--- config.mk ---
export PLATFORM = sky130hd
export DESIGN_NAME = scan_timing
export DESIGN_NICKNAME = d
export VERILOG_FILES = /design/src/rtl/scan_timing_pkg.sv /design/src/rtl/scan_timing_ctrl.sv /design/src/rtl/scan_timing_regs.sv /design/src/rtl/scan_timing.sv
export SDC_FILE = /design/constraint.sdc
export NUM_CORES = 1
export LEC_CHECK = 0
export BUFFER_PORTS_ARGS = -buffer_cell sky130_fd_sc_hd__buf_4
export CORE_MARGIN = 2
export CORE_UTILIZATION = 41
export DETAILED_ROUTE_END_ITERATION = 7
export HOLD_SLACK_MARGIN = 0.12
export PLACE_DENSITY = 0.7
export SYNTH_ARGS = -nofsm -noshare
export SYNTH_HDL_FRONTEND = slang
export SYNTH_SLANG_ARGS = --single-unit
--- constraint.sdc ---
create_clock -name clk -period 1.98 [get_ports clk]
set_input_delay 0 -clock clk [delete_from_list [all_inputs] [get_ports clk]]
set_output_delay 0 -clock clk [all_outputs]
set_load 0.02 [all_outputs]
--- src/rtl/scan_timing_pkg.sv ---
package scan_timing_pkg;
  // Strobes from the counter control into the register datapath.
  typedef struct packed {
    logic        blankStart; // last active cycle: blank begins next cycle
    logic        lineWrap;   // last cycle of the line
    logic [15:0] nextLine;   // line number that follows the wrap
  } lineEvents_t;
endpackage

--- src/rtl/scan_timing_ctrl.sv ---
module scan_timing_ctrl
  import scan_timing_pkg::*;
#(
  parameter int ACTIVE = 1024,
  parameter int BLANK  = 208,
  parameter int LINES  = 228
) (
  input  logic        clk,
  input  logic        rst,
  output lineEvents_t ev,
  output logic [15:0] lineNow
);
  localparam int LINE_LEN = ACTIVE + BLANK;
  localparam int DOT_W    = $clog2(LINE_LEN);
  localparam int LN_W     = $clog2(LINES);

  logic [DOT_W-1:0] dotCnt;
  logic [LN_W-1:0]  lineCnt;
  logic [LN_W-1:0]  lineNext;

  always_comb begin
    lineNext      = (lineCnt == LN_W'(LINES - 1)) ? '0 : lineCnt + 1'b1;
    ev.blankStart = (dotCnt == DOT_W'(ACTIVE - 1));
    ev.lineWrap   = (dotCnt == DOT_W'(LINE_LEN - 1));
    ev.nextLine   = 16'(lineNext);
    lineNow       = 16'(lineCnt);
  end

  always_ff @(posedge clk) begin
    if (rst) begin
      dotCnt  <= '0;
      lineCnt <= '0;
    end else if (ev.lineWrap) begin
      dotCnt  <= '0;
      lineCnt <= lineNext;
    end else begin
      dotCnt  <= dotCnt + 1'b1;
    end
  end

  // line length
  a_r1_dot_restart: assert property (@(posedge clk) disable iff (rst)
    ev.lineWrap |=> dotCnt == '0);
  a_r1_dot_step: assert property (@(posedge clk) disable iff (rst)
    !ev.lineWrap |=> dotCnt == $past(dotCnt) + 1'b1);
  // line counter wrap and hold
  a_r2_line_wrap: assert property (@(posedge clk) disable iff (rst)
    (ev.lineWrap && lineCnt == LN_W'(LINES - 1)) |=> lineCnt == '0);
  a_r2_line_hold: assert property (@(posedge clk) disable iff (rst)
    !ev.lineWrap |=> $stable(lineCnt));
endmodule

--- src/rtl/scan_timing_regs.sv ---
module scan_timing_regs
  import scan_timing_pkg::*;
#(
  parameter int VB_FIRST = 160,
  parameter int VB_LAST  = 226
) (
  input  logic        clk,
  input  logic        rst,
  input  lineEvents_t ev,
  input  logic [15:0] lineNow,
  input  logic [1:0]  addr,
  input  logic        wrEn,
  input  logic [7:0]  wrData,
  output logic [7:0]  rdData,
  output logic [2:0]  irqQ
);
  localparam int NUM_IRQ = 3;

  logic [NUM_IRQ-1:0] irqEn;   // [0] vblank, [1] hblank, [2] line match
  logic [NUM_IRQ-1:0] irqHit;
  logic [7:0]         cmpVal;
  logic               hbFlag;
  logic               vmFlag;
  logic               vbFlag;
  logic               unusedWrBits;

  assign unusedWrBits = ^{wrData[7:6], wrData[2:0]};
  assign vbFlag = (lineNow >= 16'(VB_FIRST)) && (lineNow <= 16'(VB_LAST));

  always_comb begin
    irqHit[0] = ev.lineWrap && (ev.nextLine == 16'(VB_FIRST));
    irqHit[1] = ev.blankStart;
    irqHit[2] = ev.lineWrap && (ev.nextLine == 16'(cmpVal));
  end

  always_ff @(posedge clk) begin
    if (rst) begin
      irqEn  <= '0;
      cmpVal <= '0;
    end else if (wrEn) begin
      if (addr == 2'd0) irqEn  <= wrData[5:3];
      if (addr == 2'd1) cmpVal <= wrData;
    end
  end

  always_ff @(posedge clk) begin
    if (rst) begin
      hbFlag <= 1'b0;
      vmFlag <= 1'b0;
    end else begin
      if (ev.blankStart) hbFlag <= 1'b1;
      else if (ev.lineWrap) hbFlag <= 1'b0;
      if (ev.lineWrap) vmFlag <= (ev.nextLine == 16'(cmpVal));
    end
  end

  for (genvar i = 0; i < NUM_IRQ; i++) begin : g_irq
    always_ff @(posedge clk) begin
      if (rst) irqQ[i] <= 1'b0;
      else     irqQ[i] <= irqHit[i] & irqEn[i];
    end
    // single-cycle pulses
    a_r12_single_pulse: assert property (@(posedge clk) disable iff (rst)
      irqQ[i] |=> !irqQ[i]);
  end

  always_comb begin
    case (addr)
      2'd0:    rdData = {2'b00, irqEn, vmFlag, hbFlag, vbFlag};
      2'd1:    rdData = cmpVal;
      2'd2:    rdData = lineNow[7:0];
      default: rdData = lineNow[15:8];
    endcase
  end

  // blank flag edges
  a_r4_hb_rise: assert property (@(posedge clk) disable iff (rst)
    ev.blankStart |=> hbFlag);
  a_r4_hb_fall: assert property (@(posedge clk) disable iff (rst)
    (ev.lineWrap && !ev.blankStart) |=> !hbFlag);
  // match flag evaluated at line start
  a_r5_match_eval: assert property (@(posedge clk) disable iff (rst)
    ev.lineWrap |=> vmFlag == ($past(ev.nextLine) == 16'($past(cmpVal))));
  // vblank request only on the first blank line
  a_r6_vb_line: assert property (@(posedge clk) disable iff (rst)
    irqQ[0] |-> lineNow == 16'(VB_FIRST));
  // hblank request coincides with the flag rising
  a_r7_hb_with_flag: assert property (@(posedge clk) disable iff (rst)
    irqQ[1] |-> hbFlag);
endmodule

--- src/rtl/scan_timing.sv ---
module scan_timing
  import scan_timing_pkg::*;
#(
  parameter int ACTIVE   = 1024,
  parameter int BLANK    = 208,
  parameter int LINES    = 228,
  parameter int VB_FIRST = 160,
  parameter int VB_LAST  = 226
) (
  input  logic       clk,
  input  logic       rst,
  input  logic [1:0] addr,
  input  logic       wrEn,
  input  logic [7:0] wrData,
  output logic [7:0] rdData,
  output logic       vblankIrq,
  output logic       hblankIrq,
  output logic       vmatchIrq
);
  lineEvents_t ev;
  logic [15:0] lineNow;
  logic [2:0]  irqQ;

  scan_timing_ctrl #(.ACTIVE(ACTIVE), .BLANK(BLANK), .LINES(LINES)) ctrl_i (
    .clk(clk), .rst(rst), .ev(ev), .lineNow(lineNow)
  );

  scan_timing_regs #(.VB_FIRST(VB_FIRST), .VB_LAST(VB_LAST)) regs_i (
    .clk(clk), .rst(rst), .ev(ev), .lineNow(lineNow),
    .addr(addr), .wrEn(wrEn), .wrData(wrData),
    .rdData(rdData), .irqQ(irqQ)
  );

  assign vblankIrq = irqQ[0];
  assign hblankIrq = irqQ[1];
  assign vmatchIrq = irqQ[2];
endmodule

Yosys cells after proc, flatten, opt, wreduce, memory -nomap -nowiden
Cells that the tools add are included.

$add $sub $neg: 2. Order comparisons: 2. Eq/ne operators: 7. Muxes and demuxes: 4. Bitwise logic cells: 3. Reductions and logical operators: 8.

Operators by type and width (count): $pmux W8 S3 (1); $eq A8 B8 Y1 const B (2); $add A11 B1 Y11 const B (1); $eq A11 B10 Y1 const B (1); $eq A11 B11 Y1 const B (1); $add A8 B1 Y8 const B (1); $eq A8 B8 Y1 (1); $ge A8 B8 Y1 const B (1); $le A8 B8 Y1 const B (1); $mux W8 (1); $reduce_and A2 Y1 (2); $and A1 B1 Y1 (3); $logic_and A1 B1 Y1 (3); $eq A2 B1 Y1 const B (1); $eq A2 B2 Y1 const B (1); $logic_not A2 Y1 (1); $mux W1 (2); $reduce_bool A2 Y1 (1); $reduce_or A2 Y1 (1).

Register bits after elaboration: 35. Bits of input ports: 13. Output and inout bits: 11. Logic and storage cells: 35.

Logic depth before layout (Yosys ltp)
Depth after elaboration: 5. Mapped depth: 8. Mapped depth without buffers: 7.

Cells and area by module
Synthesis repeated with hierarchy kept, for this count alone.

Cells, all modules: 235. Area, all modules: 2043.2 um^2.

Modules (own cells, without submodules): scan_timing_ctrl (instances 1, cells an instance 133, area each 1109.8 um^2, seq. area each 380.4 um^2); scan_timing_regs (instances 1, cells an instance 102, area each 933.4 um^2, seq. area each 320.3 um^2).

Least setup slack after synthesis
No wires, ideal clock.

Kind: flip-flop to flip-flop. From: register ctrl_i.dotCnt[8]. To: register regs_i.irqQ[2]. Arrival: 2.099 ns. Setup slack: -0.178 ns. Cell stages (with the launch flop): 8. Buffers on the path: 1. Period minus slack after synthesis: 2.158 ns. Path through: dfxtp_1 or4b_4 or4_4 buf_6 a2111oi_4 o2111ai_1 a31oi_1 and2_1.

Word-level cells in the longest chain between the ends: 3.

Ends and longest elaborated chain: from (decl) (line scan_timing_ctrl.sv:17) `logic [DOT_W-1:0] dotCnt;`; from (signal assigned) (line scan_timing_ctrl.sv:37) `dotCnt <= dotCnt + 1'b1;`; $eq A11 B11 Y1 (line scan_timing_ctrl.sv:24) `ev.lineWrap = (dotCnt == DOT_W'(LINE_LEN - 1));`; $logic_and A1 B1 Y1 (line scan_timing_regs.sv:33) `irqHit[2] = ev.lineWrap && (ev.nextLine == 16'(cmpVal));`; $and A1 B1 Y1 (line scan_timing_regs.sv:60) `else irqQ[i] <= irqHit[i] & irqEn[i];`; to (signal, indexed assignment) (line scan_timing_regs.sv:60); to (decl) (line scan_timing_regs.sv:15) `output logic [2:0] irqQ`.

Every way passes these cells. A chain may end at the register's enable or synchronous reset.

Worst setup path after layout
From: register ctrl_i.dotCnt[4]. To: register regs_i.irqQ[2].

The elaborated chain is that of the path after synthesis.

==> run metrics <==
asr flop ratio synth=0; switch share=0.253; crit path launch=ctrl_i.dotCnt[4]; syn_area_per_cell=7.90 um2; Clock Sinks=35; period utilization=1.05; DR vias=2133; drt first-iter violations=240; register area share after synthesis=0.353; PwrDens=488 nW/um2; DRT Pass-1 Iters=4; failing checks=setup timing; CP Max Fanout=2; Global Route Usage Sum=0.228; die height=73.6 um; Final Util=0.609; clk buf depth=2; max-cap viol count=0; Worst path max stage delay=0.53 ns; Hold Fails Final Rpt=0; Root Buffer=clkbuf_8; PnR worst setup slack=-0.101 ns; most common cell in the netlist=dfxtp_1; gpl congestion=0.904; status=finished with violations; Filler cells=397; largest area contributor in the synthesized netlist=dfxtp_1; Layout area overhead=44.2%; Worst R2R Start=ctrl_i.dotCnt[4]; Psw=353 uW; layout cells sized above 1=0.285; Sum Neg Setup Slack=-0.244 ns; routed length per instance=15.8 um; Synth area leaders=dfxtp_1, nand2_1, nor2_1; flop2flop setup slack=-0.10 ns; TritonCTS Buffers=5; H-tree Lvls=2; worst clock skew=0.00566 ns; Worst VDD drop=0.381 mV; gate count of the mapped netlist=251; share of power burned in registers=0.522; Startpoint Class=flip-flop; critical path's slowest cell=or4b_4; combinational cell fraction of total power=0.109; Die W=73.6 um; hold path startpoint=addr[1]; clock slew at reported path FFs=0.07 ns; Static Leak=1.12 nW; Max-Slew Margin vs Limit=0.590; Rows=25; Synth cell types=45; Post-Syn Area=1980 um2; design area=2860 um2; Setup CP Type=flip-flop to flip-flop; Final setup viols=8; largest net degree at the start of global routing=27; first-pass GRT wire length=9.42 mm; Synth top area share=0.353; f_max=480 MHz; Ys Warns=0; RSZ-0062 raised after global routing=true; Initial Util=0.423; placed cells=344; CP arrival=2.32 ns; dpl cell area=2420 um2; worst min path class=input pin to flip-flop; CTS tree=built; Reg2Reg Depth=6; initial antenna violation count=0; hpwl dp=3.75 mm; Syn Nets=268; Final Non-Filler Cells=377; antenna viol nets, final=0; core footprint=4690 um2; # diodes=0; pre-CTS WS=-0.156 ns; Final Power=1.40 mW; clock share of power=0.369; number of port buffers=23; die area=5410 um2; Min-Delay Path Depth=5; clk_lat worst skew=0.30 ns; CP Cell Sequence=or4b_4 > or4_4 > a2111oi_4 > o2111ai_2 > a31oi_2 > and2_1; Req. time, crit path=2.22 ns; max-slew violations=0; nets=339; fin crit period=2.08 ns; IO Pins=24; routed wire length=5.96 mm; Seq cells post-synth=35; GRT overflow=0; Via density=5.66; EDFF count, synth=0; most common flop cell mapped by yosys=dfxtp_1; Hold Slack=0.249 ns; list of most frequent post-synthesis cells=dfxtp_1, nand2_1, nor2_1; DRC Markers=0; vias in the first global route=1933; Internal=1.04 mW; worst-margin pin slew=0.614 ns; CP Capture Type=flip-flop
-- metal layers --
layer | track usage | up-vias | share of wire
li1 | - | 1029 | -
met4 | 0.0909 | 0 | 0.020
met5 | 0 | - | 0
met3 | 0.0288 | 11 | 0.042
met2 | 0.382 | 60 | 0.52
met1 | 0.295 | 1033 | 0.42
-- cell families (layout without fill, tap and decap cells) --
family / Yosys count / after routing / synth area share
fa+ha+maj: 4 / 4 / 0.0252
buf+inv: 23 / 95 / 0.0486
flops: 35 / 35 / 0.353
compound gates: 53 / 53 / 0.174
simple gates: 111 / 111 / 0.283
xor+xnor: 17 / 17 / 0.0751
mux: 8 / 8 / 0.0404
-- what timing repair did --
item	in CTS	in global routing
pin swaps	5	11
resized for setup	1	22
cloned	0	1
hold buffers	21	0
setup buffers	0	3
endpoints found under the hold margin	19	0
endpoints found under the setup margin	4	16
-- layout make-up --
cell class / instances / area [um2] / share of cell area
flip-flops and latches: 35 / 702 / 0.246
inverters: 4 / 15.0 / 0.00525
clock inverters: 1 / 5.00 / 0.00175
well taps: 54 / 67.6 / 0.0236
multi-input cells: 193 / 1280 / 0.449
repair buffers: 83 / 709 / 0.248
clock buffers: 7 / 76.3 / 0.0267
-- power by group through the flow --
stage                     combinational, mW  clock [mW]  sequential [mW]
final                                 0.153       0.515            0.728
after global routing                  0.163       0.544            0.729
after CTS                             0.134       0.520            0.728
after detailed placement              0.109           0            0.744
after global placement                0.108           0            0.744
after floorplan                      0.0580           0            0.742
-- critical path: cells and delay by family, from the launching register on --
kind,cells,cell delay (ns)
compound gates,3,0.57
flops,1,0.32
simple gates,3,1.14
-- path summary, 6_finish.rpt --
| kind | end |
|---|---|
| hold reg to reg | regs_i.hbFlag |
| hold / removal | regs_i.cmpVal[4] |
| setup reg to reg | regs_i.irqQ[2] |
| setup / recovery | regs_i.irqQ[2] |
-- layout by cell type (no fill, tap or decap), drive strengths merged, types with 5 or more instances in the layout --
master       synthesis  final
dfxtp               35     35
xor2                 9      9
clkbuf              16      8
xnor2                8      8
or3                  5      5
and2                 5      5
mux2i                8      8
buf                  3     61
o21ai               14     14
nor2                26     26
dlygate4sd3          0     21
nand3               16     16
nand2               29     29
a21oi               19     19
-- sequential cells by signal, indices dropped and copies added (netlist names) --
| signal | count |
|---|---|
| regs_i.irqQ | 3 |
| regs_i.hbFlag | 1 |
| regs_i.vmFlag | 1 |
| ctrl_i.dotCnt | 11 |
| ctrl_i.lineCnt | 8 |
| regs_i.irqEn | 3 |
| regs_i.cmpVal | 8 |
(Power assumes the default switching activity.)
